===== src/rtl/cmdreg_pkg.sv =====
// Package: register map of the locked command register bank.
// Assumes word addressing; the protected set occupies addresses 0..NPROT-1.
package cmdreg_pkg;
    localparam int NPROT    = 9;
    localparam int ADR_CMD  = 0;
    localparam int ADR_ARG  = 1;
    localparam int ADR_BYT  = 2;
    localparam int ADR_BLK  = 3;
    localparam int ADR_DIV  = 4;
    localparam int ADR_CKE  = 5;
    localparam int ADR_CKS  = 6;
    localparam int ADR_TMO  = 7;
    localparam int ADR_BUSW = 8;
    localparam int ADR_STAT = 9;
    localparam int ADR_MASK = 10;
    localparam int ADR_CTRL = 11;
endpackage


===== src/rtl/cmdreg_handoff.sv =====
// Module: request/acknowledge tracker for command handoff.
// Assumes launch is only asserted while idle; ack is a one-cycle pulse.
module cmdreg_handoff (
    input  logic clk,
    input  logic rst_n,
    input  logic launch,
    input  logic ack,
    output logic busy,
    output logic take
);
    // Acceptance happens only while a request is outstanding.
    assign take = ack & busy;

    // Hold busy from launch until acceptance.
    always_ff @(posedge clk) begin
        if (!rst_n)      busy <= 1'b0;
        else if (launch) busy <= 1'b1;
        else if (take)   busy <= 1'b0;
    end
endmodule


===== src/rtl/cmdreg_file.sv =====
// Module: protected register storage with write lock.
// Assumes protected registers sit at addresses 0..NPROT-1; one write per cycle.
module cmdreg_file #(
    parameter int DATA_W = 32,
    parameter int ADDR_W = 4,
    parameter int NPROT  = 9
) (
    input  logic                          clk,
    input  logic                          rst_n,
    input  logic                          wr_en,
    input  logic [ADDR_W-1:0]             wr_addr,
    input  logic [DATA_W-1:0]             wr_data,
    input  logic                          locked,
    output logic [NPROT-1:0][DATA_W-1:0]  regs,
    output logic                          drop
);
    logic [NPROT-1:0] hit;

    // A write aimed at the protected set while locked is discarded.
    assign drop = (|hit) & locked;

    for (genvar i = 0; i < NPROT; i++) begin : g_reg
        assign hit[i] = wr_en && (wr_addr == ADDR_W'(i));
        // Store host data for register i when unlocked.
        always_ff @(posedge clk) begin
            if (!rst_n)                regs[i] <= '0;
            else if (hit[i] && !locked) regs[i] <= wr_data;
        end
    end
endmodule


===== src/rtl/cmdreg_snap.sv =====
// Module: card-side snapshot of the protected register set.
// Assumes take is a one-cycle acceptance strobe.
module cmdreg_snap #(
    parameter int DATA_W = 32,
    parameter int NPROT  = 9
) (
    input  logic                          clk,
    input  logic                          rst_n,
    input  logic                          take,
    input  logic [NPROT-1:0][DATA_W-1:0]  regs,
    output logic [NPROT-1:0][DATA_W-1:0]  snap
);
    // Copy the command set on acceptance only.
    always_ff @(posedge clk) begin
        if (!rst_n)    snap <= '0;
        else if (take) snap <= regs;
    end
endmodule


===== src/rtl/cmdreg_irq.sv =====
// Module: raw event status, mask, global enable and level interrupt.
// Assumes DATA_W >= STAT_W; set pulses take priority over clearing writes.
module cmdreg_irq #(
    parameter int DATA_W   = 32,
    parameter int STAT_W   = 17,
    parameter int LOCK_BIT = 12
) (
    input  logic              clk,
    input  logic              rst_n,
    input  logic [STAT_W-1:0] ev_pulse,
    input  logic              lock_drop,
    input  logic              stat_wr,
    input  logic              mask_wr,
    input  logic              ctrl_wr,
    input  logic [DATA_W-1:0] wr_data,
    output logic [STAT_W-1:0] status,
    output logic [STAT_W-1:0] mask,
    output logic              irq_en,
    output logic              irq
);
    logic [STAT_W-1:0] set_vec;
    logic [STAT_W-1:0] clr_vec;

    // Merge card events with the lock-violation event.
    always_comb begin
        set_vec           = ev_pulse;
        set_vec[LOCK_BIT] = set_vec[LOCK_BIT] | lock_drop;
    end

    // Clear mask from a status write.
    assign clr_vec = stat_wr ? wr_data[STAT_W-1:0] : '0;

    // Status update: write-one-to-clear, set wins.
    always_ff @(posedge clk) begin
        if (!rst_n) status <= '0;
        else        status <= (status & ~clr_vec) | set_vec;
    end

    // Mask and enable registers.
    always_ff @(posedge clk) begin
        if (!rst_n) begin
            mask   <= '0;
            irq_en <= 1'b0;
        end else begin
            if (mask_wr) mask   <= wr_data[STAT_W-1:0];
            if (ctrl_wr) irq_en <= wr_data[0];
        end
    end

    // Level interrupt output.
    assign irq = irq_en & (|(status & mask));
endmodule


===== src/rtl/cmdreg_bank.sv =====
// Module: top of the locked command register bank.
// Assumes host and card side share clk; eng_ack is a one-cycle pulse.
module cmdreg_bank #(
    parameter int DATA_W    = 32,
    parameter int ADDR_W    = 4,
    parameter int STAT_W    = 17,
    parameter int START_BIT = 31,
    parameter int LOCK_BIT  = 12
) (
    input  logic              clk,
    input  logic              rst_n,
    input  logic              wr_en,
    input  logic [ADDR_W-1:0] wr_addr,
    input  logic [DATA_W-1:0] wr_data,
    input  logic [ADDR_W-1:0] rd_addr,
    output logic [DATA_W-1:0] rd_data,
    input  logic [STAT_W-1:0] ev_pulse,
    output logic              eng_req,
    input  logic              eng_ack,
    output logic [DATA_W-1:0] eng_cmd,
    output logic [DATA_W-1:0] eng_arg,
    output logic [DATA_W-1:0] eng_bytes,
    output logic [DATA_W-1:0] eng_blksz,
    output logic [DATA_W-1:0] eng_div,
    output logic [DATA_W-1:0] eng_clken,
    output logic [DATA_W-1:0] eng_clksrc,
    output logic [DATA_W-1:0] eng_tmo,
    output logic [DATA_W-1:0] eng_busw,
    output logic              irq
);
    import cmdreg_pkg::*;

    logic                         busy;
    logic                         take;
    logic                         launch;
    logic                         drop;
    logic [NPROT-1:0][DATA_W-1:0] prot_regs;
    logic [NPROT-1:0][DATA_W-1:0] snap;
    logic [STAT_W-1:0]            status;
    logic [STAT_W-1:0]            mask;
    logic                         irq_en;
    logic                         stat_wr;
    logic                         mask_wr;
    logic                         ctrl_wr;

    // Decode launch and unprotected register writes.
    assign launch  = wr_en && (wr_addr == ADDR_W'(ADR_CMD)) && wr_data[START_BIT] && !busy;
    assign stat_wr = wr_en && (wr_addr == ADDR_W'(ADR_STAT));
    assign mask_wr = wr_en && (wr_addr == ADDR_W'(ADR_MASK));
    assign ctrl_wr = wr_en && (wr_addr == ADDR_W'(ADR_CTRL));
    assign eng_req = busy;

    cmdreg_handoff u_hand (
        .clk(clk), .rst_n(rst_n), .launch(launch), .ack(eng_ack),
        .busy(busy), .take(take)
    );

    cmdreg_file #(.DATA_W(DATA_W), .ADDR_W(ADDR_W), .NPROT(NPROT)) u_file (
        .clk(clk), .rst_n(rst_n), .wr_en(wr_en), .wr_addr(wr_addr),
        .wr_data(wr_data), .locked(busy), .regs(prot_regs), .drop(drop)
    );

    cmdreg_snap #(.DATA_W(DATA_W), .NPROT(NPROT)) u_snap (
        .clk(clk), .rst_n(rst_n), .take(take), .regs(prot_regs), .snap(snap)
    );

    cmdreg_irq #(.DATA_W(DATA_W), .STAT_W(STAT_W), .LOCK_BIT(LOCK_BIT)) u_irq (
        .clk(clk), .rst_n(rst_n), .ev_pulse(ev_pulse), .lock_drop(drop),
        .stat_wr(stat_wr), .mask_wr(mask_wr), .ctrl_wr(ctrl_wr),
        .wr_data(wr_data), .status(status), .mask(mask),
        .irq_en(irq_en), .irq(irq)
    );

    // Unpack the snapshot onto the engine-facing outputs.
    assign eng_cmd    = snap[ADR_CMD];
    assign eng_arg    = snap[ADR_ARG];
    assign eng_bytes  = snap[ADR_BYT];
    assign eng_blksz  = snap[ADR_BLK];
    assign eng_div    = snap[ADR_DIV];
    assign eng_clken  = snap[ADR_CKE];
    assign eng_clksrc = snap[ADR_CKS];
    assign eng_tmo    = snap[ADR_TMO];
    assign eng_busw   = snap[ADR_BUSW];

    // Host read multiplexer; the start bit reads back the pending state.
    always_comb begin
        rd_data = '0;
        for (int i = 0; i < NPROT; i++) begin
            if (rd_addr == ADDR_W'(i)) rd_data = prot_regs[i];
        end
        if (rd_addr == ADDR_W'(ADR_CMD))  rd_data[START_BIT] = busy;
        if (rd_addr == ADDR_W'(ADR_STAT)) rd_data = DATA_W'(status);
        if (rd_addr == ADDR_W'(ADR_MASK)) rd_data = DATA_W'(mask);
        if (rd_addr == ADDR_W'(ADR_CTRL)) rd_data = DATA_W'(irq_en);
    end
endmodule


===== config.mk =====
export PLATFORM = sky130hd
export DESIGN_NAME = cmdreg_bank
export DESIGN_NICKNAME = d
export VERILOG_FILES = /design/src/rtl/cmdreg_pkg.sv /design/src/rtl/cmdreg_handoff.sv /design/src/rtl/cmdreg_file.sv /design/src/rtl/cmdreg_snap.sv /design/src/rtl/cmdreg_irq.sv /design/src/rtl/cmdreg_bank.sv
export SDC_FILE = /design/constraint.sdc
export NUM_CORES = 1
export LEC_CHECK = 0
export BUFFER_PORTS_ARGS = -buffer_cell sky130_fd_sc_hd__buf_2
export CORE_MARGIN = 5
export CORE_UTILIZATION = 30
export DETAILED_ROUTE_END_ITERATION = 7
export PLACE_DENSITY_LB_ADDON = 0.25
export SETUP_SLACK_MARGIN = 0.05
export SLEW_MARGIN = 10
export SYNTH_ARGS = -nofsm -noshare
export SYNTH_HDL_FRONTEND = slang
export SYNTH_SLANG_ARGS = --single-unit

===== constraint.sdc =====
create_clock -name clk -period 4.9 [get_ports clk]
set_clock_uncertainty 0.15 [all_clocks]
set_input_delay 0.245 -clock clk [delete_from_list [all_inputs] [get_ports clk]]
set_output_delay 0.245 -clock clk [all_outputs]
set_load 0.02 [all_outputs]

Word level (Yosys, flattened, before mapping)
Cells that the tools add are included.
W data, S select, Z words.

operators by class
  bitwise logic cells = 8
  equal/unequal tests = 22
  muxes and demuxes = 16
  reduce and logical (&&, ||, !) cells = 29

operator list
  operator              count
  $mux W32              12
  $and A17 B17 Y17      2
  $eq A4 B3 Y1 const B  8
  $eq A4 B4 Y1 const B  8
  $logic_and A1 B1 Y1   23
  $mux W17              1
  $not A17 Y17          1
  $or A17 B17 Y17       1
  $reduce_or A17 Y1     1
  $eq A4 B2 Y1 const B  4
  $reduce_or A9 Y1      1
  $eq A4 B1 Y1 const B  2
  $logic_not A4 Y1      2
  $and A1 B1 Y1         3
  $mux W1               3
  $reduce_bool A2 Y1    1
  $logic_not A1 Y1      1
  $or A1 B1 Y1          1

word-level totals
  register bits = 612
  logic and storage cells = 97
  input port bits = 61
  output and inout port bits = 322

Depth between registers and ports, before layout
  depth after elaboration = 14
  depth in mapped cells = 9
  mapped depth without buffers = 5

Hierarchy
Synthesis repeated with hierarchy kept, for this count alone.

second synthesis, totals
  cells, all modules = 2456
  area total of the unflattened synthesis = 25769.7 µm²

modules (own cells, without submodules)
  module          times used  cells an instance  seq. area each (µm²)  area each (µm²)
  cmdreg_snap     1           928                5765.5                10910.5
  cmdreg_file     1           978                5765.5                10343.7
  cmdreg_bank     1           407                0.0                   3091.7
  cmdreg_irq      1           139                700.7                 1382.6
  cmdreg_handoff  1           4                  20.0                  41.3

Least setup slack after synthesis
No wires, ideal clock.

  path kind = in2out
  start = in rd_addr[2]
  end = out rd_data[13]
  path slack = 2724 ps
  arrival = 1781 ps
  required time = 4505 ps
  cell stages on the path = 7
  buffers on the path = 4
  cells stage by stage = buf_2 -> buf_6 -> inv_1 -> buf_2 -> clkbuf_1 -> o311ai_0 -> a211oi_1

on the way
  cells in the longest elaborated chain, start to end = 13
  elaborated cells between the ends (all ways) = 24
  those cells by class = eq/ne (11); mux (12); reduce/logical (1)

ends and longest elaborated chain
  item                   RTL line           source
  start, declared        cmdreg_bank.sv:15  input logic [ADDR_W-1:0] rd_addr,
  $logic_not A4 Y1       cmdreg_bank.sv:89  if (rd_addr == ADDR_W'(i)) rd_data = prot_regs[i];
  $mux W32 (9 in a row)  cmdreg_bank.sv:89
  $mux W32               cmdreg_bank.sv:92  if (rd_addr == ADDR_W'(ADR_STAT)) rd_data = DATA_W'(status);
  $mux W32               cmdreg_bank.sv:93  if (rd_addr == ADDR_W'(ADR_MASK)) rd_data = DATA_W'(mask);
  $mux W32 *             cmdreg_bank.sv:94  if (rd_addr == ADDR_W'(ADR_CTRL)) rd_data = DATA_W'(irq_en);
  end, declared          cmdreg_bank.sv:16  output logic [DATA_W-1:0] rd_data,

Mark *: on every way between the ends. The rest lies on a longest branch, timed or not.

Final worst setup path
  start = in rd_addr[2]
  end = out rd_data[9]

The elaborated chain is that of the path after synthesis.

==> out/qor.csv <==
stage,metric,value,unit
power_and_ir_drop,pwr-share-comb,5.7,%
placed_design,dp_hpwl,85950,um
sta,post-route-min-period,3367,ps
sta,rsz0062_at_grt,no,
cts,cts_sinks,612,
route,via_per_inst,5.159,
sta,fmaxAchievable,297.0,MHz
cts,h-tree-depth,3,
floorplan,chipWidth,303.0,um
power_and_ir_drop,swShare,24.01,%
grt,grt_max_degree,173,
layout,syn_to_final_growth,21.71,%
grt,antenna_found_initial,8,
layout,final_cells,4615,
layout,layout-drive-gt1-share,17.16,%
sta,setup_viol,0,
layout,mostFrequentLayoutCell,nand2_1,
cts,cts_root_buf,clkbuf_16,
cts,cts_tree,built,
floorplan,rows,107,
grt,grt_pass1_vias,22308,
synth,synth_fp_nets,3218,
route,vias,23810,
job,maxCapViolCount,0,
synth,ys_seq_elements,612,
route,drtAntennaViolNets,0,
power_and_ir_drop,power_frac_seq,44.8,%
route,routed_wl,119000,um
route,wl_per_cell,25.79,um
sta,worst_pin_slew,1130,ps
layout,design_area,31350,um2
power_and_ir_drop,cellLeakagePower,11.36,nW
worst_setup_path,path_class,primary input to output pin,
worst_setup_path,critPathCaptureType,output pin,
route,first_iter_violations,2315,
synth,synth_ff_type,dfxtp_1,
sta,worst_hold_slack,40.94,ps
power_and_ir_drop,power.density,362.9,nW/um2
cts,cts-hold-fix-buffers,59,
placed_design,io_buffers,382,
floorplan,io_pins,383,
synth,yosys.area.top_type,dfxtp_1,
min_path,holdCritPathClass,primary input to register,
worst_setup_path,crit_fanout,35,
worst_setup_path,r2r_setup_slack,2190,ps
power_and_ir_drop,power,11.38,mW
synth,yosysWarnings,0,
synth,synth_area,25760,um2
placed_design,placed_cells_incl_taps,4429,
sta,setup-tns-final,0,ps
synth,async_reset_ff_share,0,%
synth,netlist.area_leader.share,47.57,%
synth,netlist_top_cells_area,"dfxtp_1 (48%), nand2_1 (18%), a21boi_0 (16%)",
power_and_ir_drop,ir_drop,222.6,uV
sta,maxSlewViolCount,0,
floorplan,core,85150,um2
route,drc,0,
cts,cts_buffer_depth,3,
worst_setup_path,startpoint_type,primary input,
synth,syn-instance-count,3157,
grt,grtUsageTotal,24.91,%
synth,ys_types,54,
power_and_ir_drop,p_int,8.646,mW
sta,fin_crit_sh,68.72,%
sta,hold_violations,0,
power_and_ir_drop,clkPwrFrac,49.5,%
synth,synth_edf_count,0,
floorplan,start_util,30.25,%
floorplan,die_area,91810,um2
grt,grt-ovfl-total,0,
route,firstDrtPassIters,8,
synth,ys_seq_area_share,47.57,%
synth,syn_avg_cell_area,8.158,um2
placed_design,gp_congestion,0.9476,
cts,post_cts_buffers,0,
sta,max-slew-margin-rel,24.39,%
cts,worstSkewPairLatency,650,ps
worst_setup_path,arrival,2970,ps
cts,clk_pin_slew,60,ps
floorplan,die_h,303.0,um
layout,fillers,8914,
layout,fin_nets,3478,
grt,grt_pass1_wl,166600,um
status,status,finished clean,
worst_setup_path,cp.required,4510,ps
cts,cts_buffers,71,
cts,post_cts_resized,0,
layout,final_cell_mix,"nand2_1 (1,241), dfxtp_1 (612), a21boi_0 (555)",
power_and_ir_drop,power_switching,2.731,mW
placed_design,dpl-instance-area,28290,um2
logic make-up (layout without fill, tap and decap cells):
group | after synthesis | count (layout) | synth area share [%]
AO/OA/AOI/OAI | 846 | 846 | 24.20
buffers and inverters | 303 | 614 | 4.960
flip-flops | 612 | 612 | 47.57
multiplexers | 57 | 57 | 2.915
other | 0 | 3 | 0
AND/OR/NAND/NOR | 1339 | 1339 | 20.35
stage by stage:
| stage | util (%) | worst slack, ps |
|---|---|---|
| after global placement | 33.23 | 1623 |
| after detailed placement | 33.23 | 1594 |
| final | 36.82 | 1533 |
| after floorplan | - | 2724 |
| after global routing | 36.81 | 1460 |
| after CTS | 36.81 | 1593 |
registers in the layout, summed over array words and instances (netlist names):
signal,cells
u_snap.snap,288
u_irq.mask,17
u_hand.busy,1
u_file.regs,288
u_irq.status,17
u_irq.irq_en,1
area by class of cell:
cell class              count  area (um2)  share of cell area, %
multi-input cells        2242       12280                  39.18
flip-flops and latches    612       12250                  39.08
repair buffers            476        2865                  9.140
clock buffers             103        2142                  6.833
well taps                1144        1431                  4.566
clock inverters            21       314.1                  1.002
inverters                  14       52.55                 0.1676
diodes                      3       7.507                0.02395
power by group through the flow:
| stage | combinational (mW) | sequential, mW | clock, mW |
|---|---|---|---|
| 2_1_floorplan | 0.377 | 5.15 | 0 |
| 3_3_place_gp | 0.597 | 5.20 | 0 |
| 3_5_place_dp | 0.600 | 5.20 | 0 |
| 4_1_cts | 0.641 | 5.09 | 5.72 |
| 5_1_grt | 0.684 | 5.09 | 5.93 |
| 6_report | 0.654 | 5.09 | 5.63 |
cell usage after synthesis, drive strengths merged (14+ instances only):
cell type,count
a21boi,596
a21oi,59
a221oi,33
inv,14
clkbuf,200
buf,89
a22oi,36
nor2b,22
nand2,1243
nor2,19
mux2,34
dfxtp,612
o21ai,30
metal layers:
metal | vias up | wire length, um | track usage, %
li1 | 11030 | - | -
met1 | 11623 | 49710 | 32.86
met2 | 953 | 55400 | 40.36
met3 | 202 | 9235 | 5.324
met4 | 2 | 4686 | 9.052
met5 | - | 7 | 0
final timing paths:
path	start	end	cells past startpoint
setup / recovery	rd_addr[2]	rd_data[9]	8
hold / removal	rst_n	u_snap.snap[212]	2
setup reg to reg	u_hand.busy	u_snap.snap[148]	4
hold reg to reg	u_snap.snap[134]	u_snap.snap[134]	2
worst max-delay path: stages:
cell and delay [ps]:
buf_2 530, buf_4 440, and3b_1 360, a22o_1 280, a221oi_1 500, o31a_1 250
o22ai_1 140, buf_2 200
Power figures use the tool's default switching activity.
